## src/rtl/prienc_pkg.sv

```systemverilog
package prienc_pkg;

    // Operating condition of one encoder cell, decided from enable and requests
    typedef enum logic [1:0] {
        CELL_OFF   = 2'd0,  // enable inactive
        CELL_IDLE  = 2'd1,  // enabled, nothing requested
        CELL_GRANT = 2'd2   // enabled, a request won
    } cell_mode_e;

endpackage

```

## src/rtl/prienc_scan.sv

```systemverilog
module prienc_scan #(
    parameter int NUM_REQ = 8,
    parameter int CODE_W  = (NUM_REQ > 1) ? $clog2(NUM_REQ) : 1
) (
    input  logic [NUM_REQ-1:0] req_n,
    output logic               any_hit,
    output logic [CODE_W-1:0]  win_idx
);

    logic [NUM_REQ-1:0] active;

    // Convert each active-low line to an active-high flag
    for (genvar g = 0; g < NUM_REQ; g++) begin : g_line
        assign active[g] = ~req_n[g];
    end

    assign any_hit = |active;

    // Ascending scan: a later (higher) index overrides any lower one
    always_comb begin
        win_idx = '0;
        for (int i = 0; i < NUM_REQ; i++) begin
            if (active[i]) begin
                win_idx = CODE_W'(i);
            end
        end
    end

endmodule

```

## src/rtl/prienc_outstage.sv

```systemverilog
module prienc_outstage
    import prienc_pkg::*;
#(
    parameter int CODE_W = 3
) (
    input  logic              en_n,
    input  logic              any_hit,
    input  logic [CODE_W-1:0] win_idx,
    output logic [CODE_W-1:0] code_n,
    output logic              idle_n,
    output logic              grant_n
);

    cell_mode_e mode;

    // Mode decision
    always_comb begin
        if (en_n) begin
            mode = CELL_OFF;
        end else if (any_hit) begin
            mode = CELL_GRANT;
        end else begin
            mode = CELL_IDLE;
        end
    end

    // Output drive per mode
    always_comb begin
        code_n  = '1;
        idle_n  = 1'b1;
        grant_n = 1'b1;
        unique case (mode)
            CELL_OFF: begin
                code_n  = '1;
            end
            CELL_IDLE: begin
                idle_n  = 1'b0;
            end
            CELL_GRANT: begin
                grant_n = 1'b0;
                code_n  = ~win_idx;
            end
            default: begin
                code_n  = '1;
            end
        endcase
    end

endmodule

```

## src/rtl/prienc_cascade_cell.sv

```systemverilog
module prienc_cascade_cell #(
    parameter int NUM_REQ = 8,
    localparam int CODE_W = (NUM_REQ > 1) ? $clog2(NUM_REQ) : 1
) (
    input  logic [NUM_REQ-1:0] req_n,
    input  logic               en_n,
    output logic [CODE_W-1:0]  code_n,
    output logic               idle_n,
    output logic               grant_n
);

    logic              any_hit;
    logic [CODE_W-1:0] win_idx;

    prienc_scan #(
        .NUM_REQ (NUM_REQ),
        .CODE_W  (CODE_W)
    ) u_scan (
        .req_n   (req_n),
        .any_hit (any_hit),
        .win_idx (win_idx)
    );

    prienc_outstage #(
        .CODE_W  (CODE_W)
    ) u_out (
        .en_n    (en_n),
        .any_hit (any_hit),
        .win_idx (win_idx),
        .code_n  (code_n),
        .idle_n  (idle_n),
        .grant_n (grant_n)
    );

endmodule

```

## config.mk

```make
export PLATFORM = sky130hd
export DESIGN_NAME = prienc_cascade_cell
export DESIGN_NICKNAME = d
export VERILOG_FILES = /design/src/rtl/prienc_pkg.sv /design/src/rtl/prienc_scan.sv /design/src/rtl/prienc_outstage.sv /design/src/rtl/prienc_cascade_cell.sv
export SDC_FILE = /design/constraint.sdc
export NUM_CORES = 1
export LEC_CHECK = 0
export BUFFER_PORTS_ARGS = -buffer_cell sky130_fd_sc_hd__buf_2
export CAP_MARGIN = 20
export CORE_AREA = 2 2 39 41
export DETAILED_ROUTE_END_ITERATION = 12
export DIE_AREA = 0 0 41 43
export PLACE_DENSITY = 0.31
export SKIP_LAST_GASP = 1
export SLEW_MARGIN = 10
export SYNTH_ARGS = -nofsm -noshare
export SYNTH_HDL_FRONTEND = slang
export SYNTH_SLANG_ARGS = --single-unit
```

## constraint.sdc

```tcl
create_clock -name vclk -period 2.8
set_input_delay 0.56 -clock vclk [all_inputs]
set_output_delay 0.56 -clock vclk [all_outputs]
set_load 0.02 [all_outputs]
```

==> flow_metrics.env <==
export IMPL_status="finished, final reports clean"
export IMPL_initial_utilization_pct=6.239
export IMPL_port_buffers=14
export IMPL_critPathArrivalTime_ns=1.42
export IMPL_seq_area_sq_um=0
export IMPL_core_area_sq_um=1384
export IMPL_drc=0
export IMPL_die_width_um=41
export IMPL_fill_cells=175
export IMPL_dieArea_sq_um=1763
export IMPL_max_cap_viol_count=0
export IMPL_tns_ns=0
export IMPL_drt_first_pass_iters=2
export IMPL_cp_data_required_time_ns=2.24
export IMPL_crit_path_end_kind="output pin"
export IMPL_min_period_ns=1.979
export IMPL_whs_endpoint="code_n[1]"
export IMPL_cts_setup_buffers=0
export IMPL_antenna_cells=0
export IMPL_antenna_found_initial=0
export IMPL_avgViaCountPerCell=3.455
export IMPL_ios=14
export IMPL_final_setup_worst_slack_ns=0.8210
export IMPL_holdBufCountCts=0
export IMPL_max_vdd_ir_drop_mv=0.01371
export IMPL_syn_cell_area_sq_um=86.33
export IMPL_cts_resized=0
export IMPL_final_common_cell="buf_2"
export IMPL_worstMarginPinSlew_ns=0.1244
export IMPL_finalCritPeriodShare_pct=70.68
export IMPL_seq_cells=0
export IMPL_nClkBuffers=0
export IMPL_leakagePower_nw=0.08012
export IMPL_gp_congestion=0.6356
export IMPL_crit_fanout=2
export IMPL_grt_pass1_wl_um=593
export IMPL_hp_start="en_n"
export IMPL_row_count=14
export IMPL_final_nets=39
export IMPL_drive_gt1_share_pct=53.57
export IMPL_synth_area_per_cell_sq_um=6.167
export IMPL_final_instance_count_excl_fill=44
export IMPL_hold_path_depth=3
export IMPL_fmax_mhz=505.3
export IMPL_syn2layout_area_growth_pct=104.3
export IMPL_dp_slack_ns=0.8148
export IMPL_crit_type="input port to output pin"
export IMPL_dp_cells=44
export IMPL_synth_seq_area_share_pct=0
export IMPL_min_path_type="input port to output pin"
export IMPL_final_cell_mix="14 x buf_2, 3 x nand2b_1, 2 x nand4_1, 2 x nand2_1"
export IMPL_drt_iter0_markers=2
export IMPL_final_max_slew_viol_count=0
export IMPL_hold_violations=0
export IMPL_synthCells=14
export IMPL_crit_start="req_n[1]"
export IMPL_finalSetupViolations=0
export IMPL_maxSlewHeadroom_pct=91.68
export IMPL_rsz0062_at_grt="no"
export IMPL_routedWlPerCell_um=8.000
export IMPL_grt_pass1_vias=149
export IMPL_ant_nets=0
export IMPL_grtUsageTotal_pct=4.496
export IMPL_grt_ovfl_total=0
export IMPL_place_hpwl_um=337.9
export IMPL_routed_wl_um=352
export IMPL_power_density_nw_per_um2=138.4
export IMPL_synth_fp_nets=23
export IMPL_die_h_um=43
export IMPL_power_mw=0.02442
export IMPL_start_kind="input port"
export IMPL_ys_types=10
export IMPL_yosysWarnings=0
export IMPL_grt_max_degree=6
export IMPL_vias=152
==> per-stage QoR <==
stage / hold WS (ns) / cell area [sq um] / util (%)
6_report: 1.473 / 176.4 / 12.75
5_1_grt: 1.506 / 176.4 / 12.75
4_1_cts: 1.484 / 176.4 / 12.75
3_5_place_dp: 1.482 / 176.4 / 12.75
3_3_place_gp: 1.485 / 176.4 / 12.75
2_1_floorplan: 1.261 / 86.33 / -
==> area by class of cell <==
type | count | area (sq um) | share of cell area, %
Multi-Input combinational cell | 14 | 86.33 | 48.94
Tap cell | 16 | 20.02 | 11.35
Timing Repair Buffer | 14 | 70.07 | 39.72
==> cell families (layout without fill, tap and decap cells) <==
| logic type | Yosys count | after routing | synth area share (%) |
|---|---|---|---|
| buffers and inverters | 0 | 14 | 0 |
| AND/OR/NAND/NOR | 11 | 11 | 69.57 |
| AO/OA/AOI/OAI | 3 | 3 | 30.44 |
==> worst max-delay path: stages <==
cell      delay (ns)
buf_2           0.10
nand2b_1        0.13
a21o_1          0.17
a311o_1         0.29
buf_2           0.16
==> report_power, final <==
group / total [mW] / leakage [nW] / internal [mW] / switching (mW)
registers: 0 / 0 / 0 / 0
clock network: 0 / 0 / 0 / 0
logic: 0.0244 / 0.0801 / 0.0113 / 0.0132
total: 0.0244 / 0.0801 / 0.0113 / 0.0132
==> how the worst max path moves through the flow <==
stage,slack (ns),cells after the start,to
6_report,0.82,5,code_n[0]
4_1_cts,0.81,5,code_n[0]
5_1_grt,0.76,5,code_n[0]
3_5_place_dp,0.81,5,code_n[0]
2_1_floorplan,1.01,3,code_n[0]
3_3_place_gp,0.82,5,code_n[0]
==> metal layers <==
| layer | vias up | GRT usage, % | share of wire [%] |
|---|---|---|---|
| met5 | - | 0 | 0 |
| met4 | 0 | 0 | 0 |
| met3 | 0 | 1.047 | 13 |
| met2 | 7 | 8.125 | 52 |
| met1 | 63 | 5.380 | 36 |
| li1 | 82 | - | - |
==> cells in the mapped netlist (all sizes together) <==
master / n / area share [%]
nand2b: 3 / 22
nand2: 2 / 8.7
nand4: 2 / 14
a21o: 1 / 8.7
a311o: 1 / 12
a31o: 1 / 10
nand3: 1 / 5.8
nor2: 1 / 4.3
or2: 1 / 7.3
or3: 1 / 7.3
Note: power is estimated with default switching activity, not from simulation.
